`config.mk`:
```
export PLATFORM = sky130hd
export DESIGN_NAME = addr_remap_unit
export DESIGN_NICKNAME = d
export VERILOG_FILES = /design/src/rtl/remap_pkg.sv /design/src/rtl/remap_region.sv /design/src/rtl/remap_select.sv /design/src/rtl/addr_remap_unit.sv
export SDC_FILE = /design/constraint.sdc
export NUM_CORES = 1
export LEC_CHECK = 0
export BUFFER_PORTS_ARGS = -buffer_cell sky130_fd_sc_hd__buf_2
export CAP_MARGIN = 20
export CORE_MARGIN = 10
export CORE_UTILIZATION = 50
export DETAILED_ROUTE_END_ITERATION = 8
export PLACE_DENSITY = 0.77
export SETUP_SLACK_MARGIN = 0.4
export SLEW_MARGIN = 20
export SYNTH_ARGS = -nofsm -noshare
export SYNTH_HDL_FRONTEND = slang
export SYNTH_SLANG_ARGS = --single-unit
```
`constraint.sdc`:
```
create_clock -name clk_i -period 6.65 [get_ports clk_i]
set_clock_uncertainty 0.1 [all_clocks]
set_input_delay 0.665 -clock clk_i [delete_from_list [all_inputs] [get_ports clk_i]]
set_output_delay 0.665 -clock clk_i [all_outputs]
set_load 0.01 [all_outputs]
```
`src/rtl/remap_pkg.sv`:
```
`timescale 1ns/1ps
package remap_pkg;

    // Architectural geometry of the code space.
    localparam int ADDR_W     = 32;
    localparam int REGION_LSB = 21;               // 2 MB granule
    localparam int BASE_W     = 8;                // compares addr[28:21]
    localparam int REMAP_W    = ADDR_W - REGION_LSB;
    localparam int SIZE_W     = 3;
    localparam int BASE_HI    = REGION_LSB + BASE_W - 1;

    // Descriptor word, bit 0 is the enable.
    typedef struct packed {
        logic               wrap;    // 1 = wrapping burst
        logic               port;    // 0 = master port 1, 1 = master port 2
        logic [REMAP_W-1:0] remap;   // target address bits [31:21]
        logic [BASE_W-1:0]  base;    // source address bits [28:21]
        logic [SIZE_W-1:0]  size;    // 1..7 = 2 MB..128 MB, 0 = inert
        logic               en;
    } region_cfg_t;

    localparam int CFG_W = $bits(region_cfg_t);

endpackage

```
`src/rtl/remap_region.sv`:
```
`timescale 1ns/1ps
module remap_region
    import remap_pkg::*;
(
    input  logic              clk_i,
    input  logic              rst_ni,
    input  logic              wr_sel_i,
    input  logic              lock_i,
    input  region_cfg_t       wdata_i,
    input  logic [ADDR_W-1:0] addr_i,
    output region_cfg_t       cfg_o,
    output logic              hit_o,
    output logic [ADDR_W-1:0] xaddr_o
);

    region_cfg_t cfg_d, cfg_q;
    logic        accept;

    // Load guard: no loads while locked, and no enabling over a live entry.
    always_comb begin
        accept = wr_sel_i & ~lock_i & ~(cfg_q.en & wdata_i.en);
        cfg_d  = accept ? wdata_i : cfg_q;
    end

    always_ff @(posedge clk_i or negedge rst_ni) begin
        if (!rst_ni) cfg_q <= '0;
        else         cfg_q <= cfg_d;
    end

    // Match and translation against the stored descriptor.
    logic [SIZE_W-1:0] drop;
    logic [BASE_W-1:0] base_mask;
    logic [ADDR_W-1:0] hi_mask;
    logic              size_ok;

    always_comb begin
        size_ok   = (cfg_q.size != '0);
        drop      = cfg_q.size - SIZE_W'(1);
        base_mask = {BASE_W{1'b1}} << drop;
        hi_mask   = {ADDR_W{1'b1}} << (REGION_LSB + int'(drop));
        hit_o     = cfg_q.en & size_ok &
                    (((addr_i[BASE_HI:REGION_LSB] ^ cfg_q.base) & base_mask) == '0);
        xaddr_o   = ({cfg_q.remap, {REGION_LSB{1'b0}}} & hi_mask) | (addr_i & ~hi_mask);
    end

    assign cfg_o = cfg_q;

endmodule

```
`src/rtl/remap_select.sv`:
```
`timescale 1ns/1ps
module remap_select
    import remap_pkg::*;
#(
    parameter int N     = 4,
    parameter int IDX_W = 2
) (
    input  logic [N-1:0]      hit_i,
    input  logic [ADDR_W-1:0] xaddr_i [N],
    input  region_cfg_t       cfg_i   [N],
    input  logic [ADDR_W-1:0] addr_i,
    output logic              hit_o,
    output logic [IDX_W-1:0]  idx_o,
    output logic [ADDR_W-1:0] addr_o,
    output logic              port_o,
    output logic              wrap_o
);

    // Scan from the top so the lowest matching number is written last.
    always_comb begin
        hit_o  = 1'b0;
        idx_o  = '0;
        addr_o = addr_i;
        port_o = 1'b0;
        wrap_o = 1'b0;
        for (int i = N - 1; i >= 0; i--) begin
            if (hit_i[i]) begin
                hit_o  = 1'b1;
                idx_o  = IDX_W'(i);
                addr_o = xaddr_i[i];
                port_o = cfg_i[i].port;
                wrap_o = cfg_i[i].wrap;
            end
        end
    end

endmodule

```
`src/rtl/addr_remap_unit.sv`:
```
`timescale 1ns/1ps
module addr_remap_unit
    import remap_pkg::*;
#(
    parameter  int NUM_REGIONS = 4,
    localparam int IDX_W       = (NUM_REGIONS > 1) ? $clog2(NUM_REGIONS) : 1
) (
    input  logic              clk_i,
    input  logic              rst_ni,
    input  logic              cache_en_i,
    input  logic              cfg_we_i,
    input  logic [IDX_W-1:0]  cfg_idx_i,
    input  logic [CFG_W-1:0]  cfg_data_i,
    input  logic              fetch_valid_i,
    input  logic [ADDR_W-1:0] fetch_addr_i,
    output logic              out_valid_o,
    output logic [ADDR_W-1:0] out_addr_o,
    output logic              out_hit_o,
    output logic [IDX_W-1:0]  out_region_o,
    output logic              out_port_o,
    output logic              out_wrap_o
);

    typedef struct packed {
        logic              valid;
        logic              hit;
        logic [IDX_W-1:0]  region;
        logic              port;
        logic              wrap;
        logic [ADDR_W-1:0] addr;
    } result_t;

    region_cfg_t                  wdata;
    region_cfg_t                  cfg_arr  [NUM_REGIONS];
    logic [ADDR_W-1:0]            xaddr_arr[NUM_REGIONS];
    logic [NUM_REGIONS-1:0]       hit_vec;
    logic [NUM_REGIONS*CFG_W-1:0] cfg_flat;

    assign wdata = region_cfg_t'(cfg_data_i);

    for (genvar r = 0; r < NUM_REGIONS; r++) begin : g_region
        logic sel;
        assign sel = cfg_we_i & (cfg_idx_i == IDX_W'(r));
        remap_region u_region (
            .clk_i   (clk_i),
            .rst_ni  (rst_ni),
            .wr_sel_i(sel),
            .lock_i  (cache_en_i),
            .wdata_i (wdata),
            .addr_i  (fetch_addr_i),
            .cfg_o   (cfg_arr[r]),
            .hit_o   (hit_vec[r]),
            .xaddr_o (xaddr_arr[r])
        );
        assign cfg_flat[r*CFG_W +: CFG_W] = cfg_arr[r];
    end

    logic              sel_hit;
    logic [IDX_W-1:0]  sel_idx;
    logic [ADDR_W-1:0] sel_addr;
    logic              sel_port;
    logic              sel_wrap;

    remap_select #(.N(NUM_REGIONS), .IDX_W(IDX_W)) u_select (
        .hit_i  (hit_vec),
        .xaddr_i(xaddr_arr),
        .cfg_i  (cfg_arr),
        .addr_i (fetch_addr_i),
        .hit_o  (sel_hit),
        .idx_o  (sel_idx),
        .addr_o (sel_addr),
        .port_o (sel_port),
        .wrap_o (sel_wrap)
    );

    result_t res_d, res_q;

    always_comb begin
        res_d.valid  = fetch_valid_i;
        res_d.hit    = sel_hit;
        res_d.region = sel_idx;
        res_d.port   = sel_port;
        res_d.wrap   = sel_wrap;
        res_d.addr   = sel_addr;
    end

    always_ff @(posedge clk_i or negedge rst_ni) begin
        if (!rst_ni) res_q <= '0;
        else         res_q <= res_d;
    end

    assign out_valid_o  = res_q.valid;
    assign out_addr_o   = res_q.addr;
    assign out_hit_o    = res_q.hit;
    assign out_region_o = res_q.region;
    assign out_port_o   = res_q.port;
    assign out_wrap_o   = res_q.wrap;

endmodule

```
==> results of run 1 <==
==> layout by cell type, fill, tap and decap left out, drive strengths merged, types with 5 or more instances in the layout <==
| cell | synthesis | routed |
|---|---|---|
| xor2 | 22 | 22 |
| nand2b | 5 | 5 |
| o21ai | 23 | 23 |
| nand2 | 31 | 31 |
| mux2 | 106 | 106 |
| buf | 17 | 108 |
| inv | 33 | 35 |
| nor4b | 6 | 6 |
| nand3 | 12 | 12 |
| clkbuf | 20 | 19 |
| o211ai | 5 | 5 |
| o22a | 7 | 7 |
| a311oi | 5 | 5 |
| a21boi | 5 | 5 |
| mux2i | 16 | 16 |
| a21oi | 14 | 14 |
| xnor2 | 14 | 14 |
| ha | 28 | 28 |
| nor3 | 9 | 9 |
| dfrtp | 138 | 138 |
| a211oi | 11 | 11 |
| a31oi | 7 | 7 |
| o41ai | 9 | 9 |
| clkinv | 0 | 5 |
| nor2 | 25 | 25 |
==> final cells by class <==
class | count | share of cell area
Inverter | 33 | 0.0144
Clock inverter | 13 | 0.0225
Clock buffer | 18 | 0.0512
Sequential cell | 138 | 0.403
Multi-Input combinational cell | 420 | 0.415
Timing Repair Buffer | 109 | 0.0676
Tap cell | 184 | 0.0268
==> power by group through the flow <==
| stage | clock (uW) | combinational (uW) | sequential (uW) |
|---|---|---|---|
| 6_report | 1010 | 1070 | 1130 |
| 5_1_grt | 1060 | 1160 | 1150 |
| 4_1_cts | 1020 | 1050 | 1130 |
| 3_5_place_dp | 0 | 1040 | 1140 |
| 3_3_place_gp | 0 | 1020 | 1130 |
| 2_1_floorplan | 0 | 723 | 1120 |
==> path summary, 6_finish.rpt <==
| path | startpoint | end | slack [ps] | cells past startpoint |
|---|---|---|---|---|
| setup / recovery | g_region[0].u_region.cfg_o[1]$_DFFE_PN0P_ | out_addr_o[24]$_DFF_PN0_ | 2850 | 10 |
| hold / removal | rst_ni | g_region[0].u_region.cfg_o[18]$_DFFE_PN0P_ | 150 | 1 |
| setup reg to reg | g_region[0].u_region.cfg_o[1]$_DFFE_PN0P_ | out_addr_o[24]$_DFF_PN0_ | 2850 | 10 |
| hold reg to reg | g_region[3].u_region.cfg_o[16]$_DFFE_PN0P_ | g_region[3].u_region.cfg_o[16]$_DFFE_PN0P_ | 400 | 1 |
| max in group asynchronous | rst_ni | g_region[3].u_region.cfg_o[9]$_DFFE_PN0P_ | 4980 | 2 |
| min in group clk_i | fetch_addr_i[6] | out_addr_o[6]$_DFF_PN0_ | 240 | 1 |
==> state kept, by name, summed over array words and instances, names as in the netlist <==
register / flops
out_valid_o: 1
g_region.u_region.cfg_o: 100
out_wrap_o: 1
out_port_o: 1
out_hit_o: 1
out_addr_o: 32
out_region_o: 2
==> per-stage QoR <==
stage / power, uW / cells / area, sq um / setup WS [ps] / hold slack [ps]
after floorplan: 1840 / 628 / 7320 / 3690 / 269
after CTS: 3200 / 914 / 8570 / 2960 / 158
final: 3210 / 915 / 8570 / 2850 / 147
after global routing: 3370 / 915 / 8570 / 2680 / 185
after detailed placement: 2180 / 883 / 7940 / 3000 / 389
after global placement: 2150 / 882 / 7920 / 3110 / 380
==> metal layers <==
metal  GRT usage  vias up  share of wire
li1            -     2461              -
met1       0.281     2742           0.45
met2       0.325      220           0.46
met3      0.0601       33          0.070
met4      0.0723        0          0.023
met5           0        -              0
==> cell families after synthesis <==
kind of cell               share of synthesized area
buffers and inverters                         0.0426
muxes                                          0.185
adders and majority gates                     0.0479
and+or+nand+nor                               0.0773
DFF                                            0.472
xor gates and xnor gates                      0.0487
AOI/OAI and AO/OA                              0.127
==> results.md, run 1 <==
- Run status: complete, no violations
- Avg Synthesized Cell Area: ~12 sq um
- TritonCTS clock tree: done
- CP max FO: 24
- TritonCTS Buffers: 17
- Worst vdd ir: about 0.28 mV
- Post-CTS resize count: 0
- Antenna violations before repair: 0
- Drt initial violations: between 400 and 500
- Most used flip-flop cell after synthesis: dfrtp_1
- Final Hold Viols: 0
- Net count after synthesis: between 700 and 800
- Initial Util: 0.508
- Top post-synthesis cells by area: dfrtp_1, mux2_2, ha_1, xor2_1, mux2i_1
- Most frequent cells after synthesis: dfrtp_1, mux2_2, inv_1
- Most common cell in the netlist: dfrtp_1
- Drt wl/cell: 22.9 microns
- Final worst-path cycle share: 0.572
- Synthesis-to-layout area growth: 17.1%
- Core area: roughly 14000 sq um
- DR DRC count: 0
- Worst-path cell chain: inv_1, ha_1, inv_1, ha_1, inv_1, o21ai_1, nand4_1, or2_1, nand2_1, o41ai_1
- Clock root buffer: clkbuf_16
- Top-area cell type share of the netlist area: 0.472
- Die Y: roughly 140 microns
- Die area: 19900 sq um
- Critical Path AT: around 4000 ps
- Clk network pwr share: 0.315
- Post-synth EDFFs: 0
- Die width: roughly 140 microns
- Most used cell, CP: inv_1
- Seq pwr share: 0.352
- Yosys warns: 0
- Synth area leader: dfrtp_1
- Rows: between 40 and 50
- Hold_buf cts: 0
- Switching Share: 0.348
- Reg clk slew, reported paths: ~60 ps
- First-pass GRT wire length: between 30 and 40 mm
- Syn Std Cell Area: around 7300 sq um
- Maximum clock rate: between 0.2 and 0.3 GHz
- Leakage: just under 0.004 uW
- Pint: between 2000 and 2500 uW
- Ports: ~100
- Fill count: about 1200
- Endpoints failing setup: 0
- Kind of cell adding the most delay to the critical path: simple AND/OR/NAND/NOR gates
- RePlAce Congestion: 0.959
- P per Cell Area: ~370 nW/um^2
- Switch Pwr: ~1100 uW
- #FFs+latches synth: between 100 and 150
- Area of the multi-input gates: roughly 3600 sq um
- Input/output buffers: between 100 and 150
- Final critical-path required period: roughly 3800 ps
- Share of cells above drive strength 1: 0.354
- H-tree depth: 4
- Largest net degree at the start of global routing: about 70
- GRT Overall Usage: 0.212
- RSZ-0062 raised after global routing: false
- Critical path class: flop to flop
- Register area: 3450 sq um
- Final net count: about 810
- Vias in the first global route: 5800
- Detailed Route WL: approximately 21 mm
- Drt first pass iters: 5
- Post-route ant nets: 0
- Worst Hold Class: input port to asynchronous set/reset pin
- Slowest-stage cell, CP: or2_1
- Critical path endpoint category: flop
- Clock Latency Late Sink: between 400 and 500 ps
- Clk sinks: roughly 140
- GR Overflow Total: 0
- Vias per inst: between 5 and 6
- Mapped Cells: about 630
- Startpoint type of the worst setup path: flop
- CP Data Required Time: 6820 ps
- Comb power frac: 0.333
- CP peak stage delay: about 750 ps
- Async set-reset flop share out of synthesis: 1.00
- Worst Path Buf+Inv: 3
- Layout Utilization: 0.594
- Worst-Margin Slew: between 900 and 1000 ps
- Setup TNS after final layout: 0 ps
- Slew headroom: 0.385
- Max cap viols: 0
- Setup bufs post-CTS: 0
- Max Slew Vio Count: 0
- Vias post-DR: ~5500
- Post-DP HPWL: around 15 mm
- Distinct cells, synth: approximately 70
- CTS max path bufs: 2
- Register area share after synthesis: 0.472
- Ant. Diodes: 0
Power figures use the tool's default switching activity.
==> run 2, diff against run 1 <==
==> constraint.sdc (replaced) <==
create_clock -name clk_i -period 3.9 [get_ports clk_i]
set_clock_uncertainty 0.1 [all_clocks]
set_input_delay 0.39 -clock clk_i [delete_from_list [all_inputs] [get_ports clk_i]]
set_output_delay 0.39 -clock clk_i [all_outputs]
set_load 0.01 [all_outputs]
==> run 2 against run 1 <==
Against the previous run:
- clock power rose by 52%
- register-to-register slack got worse by 2300 ps
- worst hold slack worse by 43 ps
- clock-buffer cell count unchanged
- non-clock buffer count grew 23
- fmax increased by 14%
- critical path depth up 1
- via count up 0.77%
- sequential share of layout area decreased by 0.71 points
- highest routed layer unchanged
==> results.md, run 2 (synthesized netlist as in run 1, its figures left out) <==
- Slew headroom: 0.426 (+0.0411)
- Worst hold path endpoint: out_addr_o[19]$_DFF_PN0_
- Drt wl/cell: 22.5 microns (-1.9%)
- Max reg flops: 100 (unchanged)
- Cell depth of the worst flop-to-flop path: 11 (+1)
- Max Slew Vio Count: 0 (unchanged)
- Worst-Margin Slew: 861 ps (-61.7 ps)
- Leakage: 0.00398 uW (+1.6%)
- Fill count: 1159 (-4.1%)
- Placed cell areas: 7970 sq um (+0.47%)
- Clock Latency Late Sink: 430 ps (about the same)
- Slowest-stage cell, CP: dfrtp_1
- Most used cell, CP: inv_1
- Vias in the first global route: 6039 (+4.1%)
- Switching Share: 0.369 (+0.0213)
- First-pass GRT wire length: 33.6 mm (+1.9%)
- Worst Path Buf+Inv: 4 (+1)
- RSZ-0062 raised after global routing: false
- Pint: 3360 uW (+61%)
- Final Hold Viols: 0 (unchanged)
- Share of cells above drive strength 1: 0.356 (+0.00198)
- Setup TNS after final layout: 0 ps (unchanged)
- TritonCTS Buffers: 17 (unchanged)
- Worst vdd ir: 0.395 mV (+43%)
- Ports: 102 (unchanged)
- Startpoint type of the worst setup path: flop
- Post-route ant nets: 0 (unchanged)
- Core area: 14400 sq um (unchanged)
- Rows: 44 (unchanged)
- Antenna violations before repair: 0 (unchanged)
- CP max FO: 17 (-29%)
- Final net count: 834 (+2.8%)
- Post-DP HPWL: 15.4 mm (+1.4%)
- Max cap viols: 0 (unchanged)
- H-tree depth: 4 (unchanged)
- Seq pwr share: 0.362 (+0.010)
- Setup bufs post-CTS: 0 (unchanged)
- Run status: complete, no violations
- P per Cell Area: 609 nW/um^2 (+63%)
- Worst Hold Class: input port to flop
- Clk sinks: 138 (unchanged)
- Die width: 141 microns (unchanged)
- Maximum clock rate: 0.300 GHz (+14%)
- CTS max path bufs: 2 (unchanged)
- Synthesis-to-layout area growth: 19.3%
- GRT Overall Usage: 0.216 (+0.00396)
- Critical path endpoint category: flop
- Reg-to-Reg End: out_addr_o[20]$_DFF_PN0_
- Worst-path cell chain: inv_1, ha_1, inv_1, ha_2, inv_1, o21ai_1, nand4_2, or2_1, buf_4, a32o_1, a211oi_2
- Hold Path Depth: 2
- Clk network pwr share: 0.289 (-0.026)
- Initial Util: 0.508 (unchanged)
- Largest net degree at the start of global routing: 95 (+34%)
- Endpoints failing setup: 0 (unchanged)
- Critical path class: flop to flop
- Ant. Diodes: 0 (unchanged)
- Commonest cells after routing, fill and taps aside: dfrtp_1, mux2_2, buf_2, inv_1, nand2_1
- DR DRC count: 0 (unchanged)
- FF-to-FF setup slack: 570 ps (-2270 ps)
- Detailed Route WL: 21.1 mm (+0.69%)
- Final worst-path cycle share: 0.854 (+0.282)
- Final critical-path required period: 3330 ps (-475 ps)
- Reg clk slew, reported paths: 60 ps (about the same)
- Drt initial violations: 485 (+2.3%)
- Comb power frac: 0.348 (+0.015)
- Switch Pwr: 1960 uW (+76%)
- CP peak stage delay: 510 ps (-240 ps)
- Area of the multi-input gates: 3570 sq um (+0.28%)
- Input/output buffers: 101 (unchanged)
- RePlAce Congestion: 0.929 (-3.2%)
- Commonest non-fill, non-tap cell in the layout: dfrtp_1
- Clock root buffer: clkbuf_16
- Die area: 19900 sq um (unchanged)
- Register area: 3450 sq um (about the same)
- CP Data Required Time: 4130 ps (-2690 ps)
- Critical Path AT: 3560 ps (-410 ps)
- Vias per inst: 5.86 (-1.8%)
- Die Y: 141 microns (unchanged)
- TritonCTS clock tree: done
- GR Overflow Total: 0 (unchanged)
- R2r startpoint: g_region[2].u_region.cfg_o[1]$_DFFE_PN0P_
- Hold Startpoint: fetch_addr_i[19]
- Drt first pass iters: 5 (unchanged)
- Final design area excluding fillers: 8730 sq um (+1.8%)
- Kind of cell adding the most delay to the critical path: compound AO/OA/AOI/OAI gates
- Vias post-DR: 5498 (+0.77%)
## run 2: worst max-delay path by stage
stage	from	to	slack [ps]	cells past startpoint
5_1_grt	g_region[2].u_region.cfg_o[1]$_DFFE_PN0P_	out_addr_o[20]$_DFF_PN0_	430	11
6_report	g_region[2].u_region.cfg_o[1]$_DFFE_PN0P_	out_addr_o[20]$_DFF_PN0_	570	11
3_5_place_dp	g_region[2].u_region.cfg_o[1]$_DFFE_PN0P_	out_addr_o[26]$_DFF_PN0_	470	11
2_1_floorplan	g_region[2].u_region.cfg_o[1]$_DFFE_PN0P_	out_addr_o[25]$_DFF_PN0_	940	14
3_3_place_gp	g_region[2].u_region.cfg_o[1]$_DFFE_PN0P_	out_addr_o[25]$_DFF_PN0_	580	12
4_1_cts	g_region[2].u_region.cfg_o[1]$_DFFE_PN0P_	out_addr_o[26]$_DFF_PN0_	510	11
## run 2: worst reg2reg max path, delay by kind of cell (launching register included)
family	cells	cell delay [ps]
and+or+nand+nor	2	670
AOI/OAI and AO/OA	3	710
adders and majority gates	2	620
DFF	1	510
buffers and inverters	4	620
## run 2: metal layers
metal,up-vias,wire (microns),global-route usage,part of all wire
met5,-,0,0,0
met4,0,518,0.0821,0.025
met3,37,1740,0.0632,0.082
met2,240,9760,0.334,0.46
met1,2712,9090,0.280,0.43
li1,2509,-,-,-
## run 2: layout make-up
type / instances / share of cell area
clock buffer: 18 / 0.0503
multi-input combinational: 420 / 0.408
inverter: 33 / 0.0142
tap: 184 / 0.0264
timing repair buffer: 132 / 0.0904
clock inverter: 14 / 0.0148
sequential: 138 / 0.396
## run 2: power by group through the flow
stage / clock network, uW / registers, uW / logic (uW)
finish: 1540 / 1930 / 1850
global route: 1620 / 1970 / 2020
CTS: 1560 / 1930 / 1820
detailed placement: 0 / 1950 / 1800
global placement: 0 / 1940 / 1750
floorplan: 0 / 1910 / 1230
## run 2: per-stage QoR
| stage | cells | util | hold slack (ps) | setup slack (ps) | power, uW |
|---|---|---|---|---|---|
| 5_1_grt | 939 | 0.605 | 106 | 427 | 5600 |
| 6_report | 939 | 0.605 | 105 | 571 | 5320 |
| 2_1_floorplan | 628 | - | -5.59 | 945 | 3140 |
| 3_3_place_gp | 889 | 0.553 | 384 | 579 | 3690 |
| 3_5_place_dp | 889 | 0.553 | 388 | 465 | 3750 |
| 4_1_cts | 939 | 0.605 | 93.9 | 506 | 5300 |
## run 2: repair_timing
| action | CTS | global route |
|---|---|---|
| endpoints found under the setup margin | 0 | 12 |
| hold buffers | 18 | 0 |
| endpoints found under the hold margin | 90 | 0 |
| resized for setup | 0 | 5 |
